===== config.mk =====
export PLATFORM = sky130hd
export DESIGN_NAME = pit_timer
export DESIGN_NICKNAME = d
export VERILOG_FILES = /design/src/rtl/pit_pkg.sv /design/src/rtl/pit_regs.sv /design/src/rtl/pit_cdown.sv /design/src/rtl/pit_period.sv /design/src/rtl/pit_vector.sv /design/src/rtl/pit_timer.sv
export SDC_FILE = /design/constraint.sdc
export NUM_CORES = 1
export LEC_CHECK = 0
export CAP_MARGIN = 0
export CORE_ASPECT_RATIO = 0.75
export CORE_MARGIN = 3
export CORE_UTILIZATION = 60
export CTS_CLUSTER_DIAMETER = 80
export DETAILED_ROUTE_END_ITERATION = 8
export DONT_BUFFER_PORTS = 1
export GPL_TIMING_DRIVEN = 0
export PLACE_DENSITY = 0.76
export SLEW_MARGIN = 15
export SYNTH_ARGS = -nofsm -noshare
export SYNTH_HDL_FRONTEND = slang
export SYNTH_SLANG_ARGS = --single-unit

===== constraint.sdc =====
create_clock -name clk_i -period 3.55 [get_ports clk_i]
set_input_delay 0.1775 -clock clk_i [delete_from_list [all_inputs] [get_ports clk_i]]
set_output_delay 0.1775 -clock clk_i [all_outputs]
set_load 0.01 [all_outputs]

===== src/rtl/pit_pkg.sv =====
package pit_pkg;
  localparam int unsigned DATA_W   = 32;
  localparam int unsigned CD_W     = 12;
  localparam int unsigned TRAP_W   = 8;
  localparam int unsigned PRIO_W   = 4;

  localparam int unsigned OFF_CTRL = 'h00;
  localparam int unsigned OFF_THR  = 'h10;
  localparam int unsigned OFF_CD   = 'h14;
  localparam int unsigned OFF_BUSP = 'h18;

  localparam int unsigned EN_BIT   = 26;
  localparam int unsigned PRIO_LSB = 20;
  localparam int unsigned TRAP_LSB = 12;

  typedef struct packed {
    logic              en;
    logic [PRIO_W-1:0] prio;
    logic [TRAP_W-1:0] trap;
  } ctrl_t;
endpackage


===== src/rtl/pit_regs.sv =====
module pit_regs
  import pit_pkg::*;
#(
  parameter int unsigned ADDR_W        = 8,
  parameter int unsigned BUS_PERIOD_NS = 5
) (
  input  logic              clk_i,
  input  logic              rst_ni,
  input  logic [ADDR_W-1:0] addr_i,
  input  logic              we_i,
  input  logic [DATA_W-1:0] wdata_i,
  input  logic [CD_W-1:0]   cd_val_i,
  output logic [DATA_W-1:0] rdata_o,
  output ctrl_t             ctrl_o,
  output logic [DATA_W-1:0] thr_o,
  output logic              cd_wr_o,
  output logic [CD_W-1:0]   cd_wdata_o
);
  logic sel_ctrl, sel_thr, sel_cd, sel_busp;
  ctrl_t ctrl_q;
  logic [DATA_W-1:0] thr_q;

  assign sel_ctrl = addr_i == ADDR_W'(OFF_CTRL);
  assign sel_thr  = addr_i == ADDR_W'(OFF_THR);
  assign sel_cd   = addr_i == ADDR_W'(OFF_CD);
  assign sel_busp = addr_i == ADDR_W'(OFF_BUSP);

  always_ff @(posedge clk_i or negedge rst_ni) begin
    if (!rst_ni) begin
      ctrl_q <= '0;
      thr_q  <= '0;
    end else if (we_i) begin
      if (sel_ctrl) begin
        ctrl_q.en   <= wdata_i[EN_BIT];
        ctrl_q.prio <= wdata_i[PRIO_LSB +: PRIO_W];
        ctrl_q.trap <= wdata_i[TRAP_LSB +: TRAP_W];
      end
      if (sel_thr) thr_q <= wdata_i;
    end
  end

  assign cd_wr_o    = we_i && sel_cd;
  assign cd_wdata_o = wdata_i[CD_W-1:0];
  assign ctrl_o     = ctrl_q;
  assign thr_o      = thr_q;

  always_comb begin
    rdata_o = '0;
    if (sel_ctrl) begin
      rdata_o[EN_BIT]                = ctrl_q.en;
      rdata_o[PRIO_LSB +: PRIO_W]    = ctrl_q.prio;
      rdata_o[TRAP_LSB +: TRAP_W]    = ctrl_q.trap;
    end else if (sel_thr) begin
      rdata_o = thr_q;
    end else if (sel_cd) begin
      rdata_o[CD_W-1:0] = cd_val_i;
    end else if (sel_busp) begin
      rdata_o = DATA_W'(BUS_PERIOD_NS);
    end
  end
endmodule


===== src/rtl/pit_cdown.sv =====
module pit_cdown #(
  parameter int unsigned W = 12
) (
  input  logic         clk_i,
  input  logic         rst_ni,
  input  logic         wr_i,
  input  logic [W-1:0] wdata_i,
  output logic [W-1:0] val_o
);
  logic [W-1:0] cnt_q;

  always_ff @(posedge clk_i or negedge rst_ni) begin
    if (!rst_ni)              cnt_q <= '0;
    else if (wr_i)            cnt_q <= wdata_i;
    else if (cnt_q != '0)     cnt_q <= cnt_q - W'(1);
  end

  assign val_o = cnt_q;
endmodule


===== src/rtl/pit_period.sv =====
module pit_period #(
  parameter int unsigned W = 32
) (
  input  logic         clk_i,
  input  logic         rst_ni,
  input  logic         en_i,
  input  logic [W-1:0] thr_i,
  output logic         fire_o,
  output logic [W-1:0] cnt_o
);
  logic [W-1:0] cnt_q;
  logic         fire_q;

  // cnt_q == 0 means idle/unloaded; reload samples thr_i so late writes apply next period
  always_ff @(posedge clk_i or negedge rst_ni) begin
    if (!rst_ni) begin
      cnt_q  <= '0;
      fire_q <= 1'b0;
    end else begin
      fire_q <= 1'b0;
      if (!en_i) begin
        cnt_q <= '0;
      end else if (cnt_q == '0) begin
        cnt_q <= thr_i;
      end else if (cnt_q == W'(1)) begin
        cnt_q  <= thr_i;
        fire_q <= 1'b1;
      end else begin
        cnt_q <= cnt_q - W'(1);
      end
    end
  end

  assign fire_o = fire_q;
  assign cnt_o  = cnt_q;
endmodule


===== src/rtl/pit_vector.sv =====
module pit_vector
  import pit_pkg::*;
#(
  parameter bit REMAP = 1'b0
) (
  input  ctrl_t             ctrl_i,
  output logic [TRAP_W-1:0] vec_o,
  output logic [PRIO_W-1:0] prio_o
);
  generate
    if (REMAP) begin : g_remap
      logic [TRAP_W-1:0] base, prio_sh;
      assign base    = {2'b01, ctrl_i.trap[TRAP_W-3:0]};
      assign prio_sh = {2'b00, ctrl_i.prio, 2'b00};
      assign vec_o   = base | prio_sh;
      assign prio_o  = '0;
    end else begin : g_legacy
      assign vec_o  = ctrl_i.trap;
      assign prio_o = ctrl_i.prio;
    end
  endgenerate
endmodule


===== src/rtl/pit_timer.sv =====
module pit_timer
  import pit_pkg::*;
#(
  parameter int unsigned ADDR_W        = 8,
  parameter int unsigned BUS_PERIOD_NS = 5,
  parameter bit          REMAP         = 1'b0
) (
  input  logic              clk_i,
  input  logic              rst_ni,
  input  logic [ADDR_W-1:0] addr_i,
  input  logic              we_i,
  input  logic [31:0]       wdata_i,
  output logic [31:0]       rdata_o,
  output logic              irq_o,
  output logic [7:0]        vec_o,
  output logic [3:0]        prio_o
);
  ctrl_t             ctrl;
  logic              ctrl_en;
  logic [DATA_W-1:0] thr;
  logic [DATA_W-1:0] cnt_q;
  logic [CD_W-1:0]   cd_q;
  logic [CD_W-1:0]   cd_wdata;
  logic              cd_wr;
  logic              fire;

  pit_regs #(.ADDR_W(ADDR_W), .BUS_PERIOD_NS(BUS_PERIOD_NS)) u_regs (
    .clk_i     (clk_i),
    .rst_ni    (rst_ni),
    .addr_i    (addr_i),
    .we_i      (we_i),
    .wdata_i   (wdata_i),
    .cd_val_i  (cd_q),
    .rdata_o   (rdata_o),
    .ctrl_o    (ctrl),
    .thr_o     (thr),
    .cd_wr_o   (cd_wr),
    .cd_wdata_o(cd_wdata)
  );

  pit_cdown #(.W(CD_W)) u_cdown (
    .clk_i  (clk_i),
    .rst_ni (rst_ni),
    .wr_i   (cd_wr),
    .wdata_i(cd_wdata),
    .val_o  (cd_q)
  );

  assign ctrl_en = ctrl.en;

  pit_period #(.W(DATA_W)) u_period (
    .clk_i (clk_i),
    .rst_ni(rst_ni),
    .en_i  (ctrl_en),
    .thr_i (thr),
    .fire_o(fire),
    .cnt_o (cnt_q)
  );

  pit_vector #(.REMAP(REMAP)) u_vec (
    .ctrl_i(ctrl),
    .vec_o (vec_o),
    .prio_o(prio_o)
  );

  // gate with live enable so a disable on the firing edge suppresses the pulse
  assign irq_o = fire & ctrl_en;
endmodule


Word level (Yosys, flattened, before mapping)
Cells that the tools add are included.
{"block": "totals", "reg_bits": 90, "inputBits": 43, "out_inout_bits": 45, "wordCells": 38}
{"block": "classes", "addsub": 2, "eq_ne": 4, "n_mux": 17, "bitwise": 1, "n_reduce_logical": 7}
{"op": "32-bit 2-to-1 mux", "count": 4}
{"op": "12-bit 2-to-1 mux", "count": 5}
{"op": "32-bit by 1-bit equality test with 1-bit output, second input constant", "count": 1}
{"op": "32-bit zero test", "count": 1}
{"op": "32-bit by 1-bit subtractor with 32-bit output, second input constant", "count": 1}
{"op": "8-bit by 5-bit equality test with 1-bit output, second input constant", "count": 3}
{"op": "20-bit 2-to-1 mux", "count": 1}
{"op": "12-bit nonzero test", "count": 1}
{"op": "12-bit by 1-bit subtractor with 12-bit output, second input constant", "count": 1}
{"op": "8-bit zero test", "count": 1}
{"op": "5-bit 2-to-1 mux", "count": 1}
{"op": "1-bit 2-to-1 mux", "count": 4}
{"op": "2-bit AND reduction", "count": 2}
{"op": "3-bit 2-to-1 mux", "count": 1}
{"op": "2-bit 2-to-1 mux", "count": 1}
{"op": "2-bit nonzero test", "count": 1}
{"op": "1-bit bitwise AND", "count": 1}
{"op": "1-bit logical AND", "count": 1}

Depth between registers and ports, before layout
{"block": "depth", "ltp_word": 5, "ltp_mapped": 9, "depth_no_buf": 7}

Modules after synthesis
Synthesis repeated with hierarchy kept, for this count alone.
{"block": "unflattened", "hier_cells": 487, "hier_area_um2": 5251.3}
{"mod": "pit_regs", "instances": 1, "cells_each": 183, "area_per_inst_um2": 2368.5, "seq_area_each_um2": 1126.1}
{"mod": "pit_period", "instances": 1, "cells_each": 217, "area_per_inst_um2": 2095.8, "seq_area_each_um2": 825.8}
{"mod": "pit_cdown", "instances": 1, "cells_each": 74, "area_per_inst_um2": 690.7, "seq_area_each_um2": 300.3}
{"mod": "pit_vector", "instances": 1, "cells_each": 12, "area_per_inst_um2": 90.1, "seq_area_each_um2": 0.0}
{"mod": "pit_timer", "instances": 1, "cells_each": 1, "area_per_inst_um2": 6.3, "seq_area_each_um2": 0.0}

Worst setup path after synthesis
OpenSTA, ideal clock, no wires.
{"block": "synth_timing", "path_kind": "register to register", "start": "register u_period.cnt_q[18] (netlist: u_period.cnt_o[18])", "end": "register u_period.cnt_q[1] (netlist: u_period.cnt_o[1])", "setup_time_ns": 0.094, "arrival_ns": 2.688, "required_ns": 3.456, "slack_ns": 0.768, "path_stages_with_launch": 10, "n_path_buf": 4, "synth_period_minus_slack_ns": 2.782, "path_cell_list": "dfrtp_1 > or4_4 > or4_1 > buf_2 > or4_1 > buf_4 > or2_1 > buf_6 > buf_6 > a211oi_1"}
{"block": "synth_via", "elab_chain_len": 4, "word_cells_on_any_way": 5, "classes_between": "1 x eq/ne; 3 x mux; 1 x reduce/logical"}
{"item": "start: declaration", "line": "pit_period.sv:11", "source": "logic [W-1:0] cnt_q;"}
{"item": "start signal: assignment", "line": "pit_period.sv:24", "source": "cnt_q <= thr_i;"}
{"item": "start signal: assignment", "line": "pit_period.sv:26", "source": "cnt_q <= thr_i;"}
{"item": "start signal: assignment", "line": "pit_period.sv:29", "source": "cnt_q <= cnt_q - W'(1);"}
{"item": "32-bit by 1-bit equality test with 1-bit output", "line": "pit_period.sv:25", "source": "end else if (cnt_q == W'(1)) begin"}
{"item": "32-bit 2-to-1 mux", "line": "pit_period.sv:25"}
{"item": "32-bit 2-to-1 mux *", "line": "pit_period.sv:23", "source": "end else if (cnt_q == '0) begin"}
{"item": "32-bit 2-to-1 mux *", "line": "pit_period.sv:21", "source": "if (!en_i) begin"}
Mark *: on every way between the ends. The rest lies on a longest branch, timed or not.
A chain may end at the register's enable or synchronous reset.

Worst setup path in the final report
{"block": "layout_timing", "start": "register u_period.cnt_q[8] (netlist: u_period.cnt_o[8])", "end": "register u_period.cnt_q[8] (netlist: u_period.cnt_o[8])"}
{"block": "layout_via", "elab_chain_len": 4, "word_cells_on_any_way": 6, "classes_between": "1 x add/sub; 1 x eq/ne; 3 x mux; 1 x reduce/logical"}
{"item": "32-bit by 1-bit subtractor with 32-bit output / 32-bit by 1-bit equality test with 1-bit output (equally long branches)", "line": "pit_period.sv:29, pit_period.sv:25"}
{"item": "32-bit 2-to-1 mux", "line": "pit_period.sv:25"}
{"item": "32-bit 2-to-1 mux *", "line": "pit_period.sv:23"}
{"item": "32-bit 2-to-1 mux *", "line": "pit_period.sv:21"}
Marked as above.

==> impl_results.md <==
- Global-route wire length before repair: 19.1 mm
- CTS Hold Buffers Added: 36
- Crit Path Category: reg -> reg
- Relative max-transition margin: 22.4%
- Final Hold Viols: 0
- N_diodes: 0
- CP most frequent cell: buf_6
- Final GP Congestion: 0.840
- Worst setup EP type: flop
- Most frequent cells in the layout: dfrtp_1, mux2_2, dlygate4sd3_1, a21oi_1, nor2_1
- Root Driver: clkbuf_8
- Layout cells sized above 1: 14.9%
- Port Buffers: 0
- Yosys reg bits: 90
- Crit start category: flop
- Overflow left after global routing: 0
- Average size of a mapped cell: 10.6 um2
- Starting Density: 62.5%
- Worst-path fanout max: 10
- Final setup fails: 0
- Drt pass-1 iters: 5
- Antenna-violating nets left: 0
- Max frequency: 320 MHz
- PostCTS Resize Cnt: 0
- Crit-path max cell delay: 0.75 ns
- Final TNS setup: 0 ns
- CTS tree: built
- Max-cap violations: 0
- Clock power share: 15.5%
- Status: completed
- Die area: 8840 um2
- Die Ht: 82.2 um
- RSZ-0062 raised after global routing: false
- Drt total wl: 11.8 mm
- P_sw: 2.16 mW
- DR vias: 3773
- Count of final max-slew check failures: 0
- Area Growth Syn to Fin: 15.6%
- Num rows: 27
- Period utilization: 88.1%
- Layout Utilization: 72.2%
- Multi-input logic area: 2230 um2
- PwrDens: 886 nW/um2
- Crit path cell chain: nor4_1 -> nand2_1 -> or4_1 -> buf_4 -> or2_1 -> buf_6 -> buf_6 -> a211oi_1
- Initial antenna violation count: 0
- Reg power frac: 27.1%
- Worst-skew pair later-pin latency: 0.36 ns
- Register area: 2250 um2
- Sinks on Clock Net: 90
- Least-Margin Pin Slew: 1.15 ns
- Avg WL per Cell: 20.0 um
- CORE AREA: 7430 um2
- Vias per cell: 6.39
- DP HPWL: 7.98 mm
- Leading cell type in the layout, fill and taps excluded: dfrtp_1
- Clock transition at the registers of the reported paths: 0.10 ns
- Maximum buffer depth of the clock tree: 2
- P_leak: 2.51 nW
- Sw Share: 45.4%
- EDFF count, synth: 0
- Postcts setup bufs: 0
- Ys Warns: 0
- Slowest-stage cell, CP: nor4_1
- Worst vdd ir: 608 uV
- Die width: 108 um
- Share of synthesized registers carrying an async set or reset: 100%
- CTS Buf Count: 9
- CTS H-tree depth: 3
- Tot Pwr: 4.75 mW
- Nets: 530
- Filler cell count in the final layout: 554
- Worst Hold Slack: 0.0859 ns
- Cell variety after synth: 42
- Number of top-level design ports: 88
- Post-Place Cells: 537
- Number of global-route vias before repair: 3785
- CP Data Arrival Time: 3.39 ns
- Setup skew after layout: 0.0104 ns
- Non-filler instance count after layout: 590
- Pin count of the biggest net entering global routing: 91
- Post-synthesis sequential area ratio: 48.5%
- Drc violations: 0
- Comb pwr share: 57.4%
- Minimum clock period: 3.13 ns
- Req. time, crit path: 3.81 ns
- Total GRT Usage: 27.7%
- Post-synth design cell area: 4640 um2
- Ys flop type: dfrtp_1
- Syn Inst Count: 436
- Net count after synthesis: 482
- Drt initial violations: 295
- Internal: 2.60 mW
- Min-delay worst type: in -> reg
==> routing by layer <==
| metal | global-route usage, % | share of wire [%] |
|---|---|---|
| met3 | 7.69 | 7.9 |
| met1 | 39.9 | 45 |
| met2 | 41.8 | 46 |
| met4 | 7.31 | 1.3 |
| met5 | 0 | 0 |
==> worst max-delay path: cells and delay by family (launching register included) <==
kind | cells | cell delay (ns)
AOI/OAI and AO/OA | 1 | 0.23
DFF | 1 | 0.44
buffers and inverters | 3 | 0.45
and+or+nand+nor | 4 | 1.91
==> cells by family after synthesis <==
group | after synthesis | share of synthesized area (%)
mux | 47 | 11.4
buf+inv | 36 | 3.53
flops | 90 | 48.5
xor+xnor | 30 | 5.66
simple gates | 137 | 15.7
compound gates | 93 | 14.4
fa+ha+maj | 3 | 0.808
==> state kept, by name, indices dropped and copies added, names as in the netlist <==
signal,flops
u_cdown.val_o,12
u_period.cnt_o,32
u_period.fire_o,1
u_regs.ctrl_o,13
u_regs.thr_o,32
==> metrics by stage <==
stage	area (um2)	setup WS, ns
floorplan	4640	0.768
global placement	4770	0.535
detailed placement	4770	0.464
CTS	5360	0.431
global route	5370	0.217
finish	5370	0.421
==> power by group through the flow <==
stage / Combinational [mW] / Clock [mW] / Sequential (mW)
2_1_floorplan: 2.08 / 0 / 1.27
3_3_place_gp: 2.50 / 0 / 1.30
3_5_place_dp: 2.59 / 0 / 1.30
4_1_cts: 2.69 / 0.749 / 1.28
5_1_grt: 2.97 / 0.795 / 1.31
6_report: 2.73 / 0.735 / 1.29
==> final timing paths <==
kind                                    from                  to  slack, ns  cells past startpoint
min in group asynchronous             rst_ni  u_period.cnt_o[28]       0.42                      2
hold reg to reg             u_regs.thr_o[28]    u_regs.thr_o[28]       0.53                      1
max in group asynchronous             rst_ni   u_regs.ctrl_o[11]       2.76                      2
setup / recovery           u_period.cnt_o[8]   u_period.cnt_o[8]       0.42                      8
hold / removal                          we_i    u_cdown.val_o[1]       0.09                      2
setup reg to reg           u_period.cnt_o[8]   u_period.cnt_o[8]       0.42                      8
==> area by class of cell <==
| cell class | count | share of cell area [%] |
|---|---|---|
| clock inverter | 6 | 1.35 |
| timing repair buffer | 37 | 7.23 |
| tap | 101 | 2.35 |
| clock buffer | 10 | 2.56 |
| buffer | 30 | 2.63 |
| multi-input combinational | 310 | 41.5 |
| sequential | 90 | 42.0 |
| inverter | 6 | 0.420 |
==> synthesized netlist by cell type (12+ instances only) <==
master	instances	area [um2]
dfrtp_1	90	2250
mux2_2	46	518
a21oi_1	29	145
nor2_1	28	105
nor3_1	24	120
xnor2_1	24	210
a22o_1	23	201
clkbuf_1	20	75.1
nand2_1	18	67.6
o31ai_1	18	135
nor4_1	17	106
a211oi_1	12	90.1
Note: power is estimated with default switching activity, not from simulation.
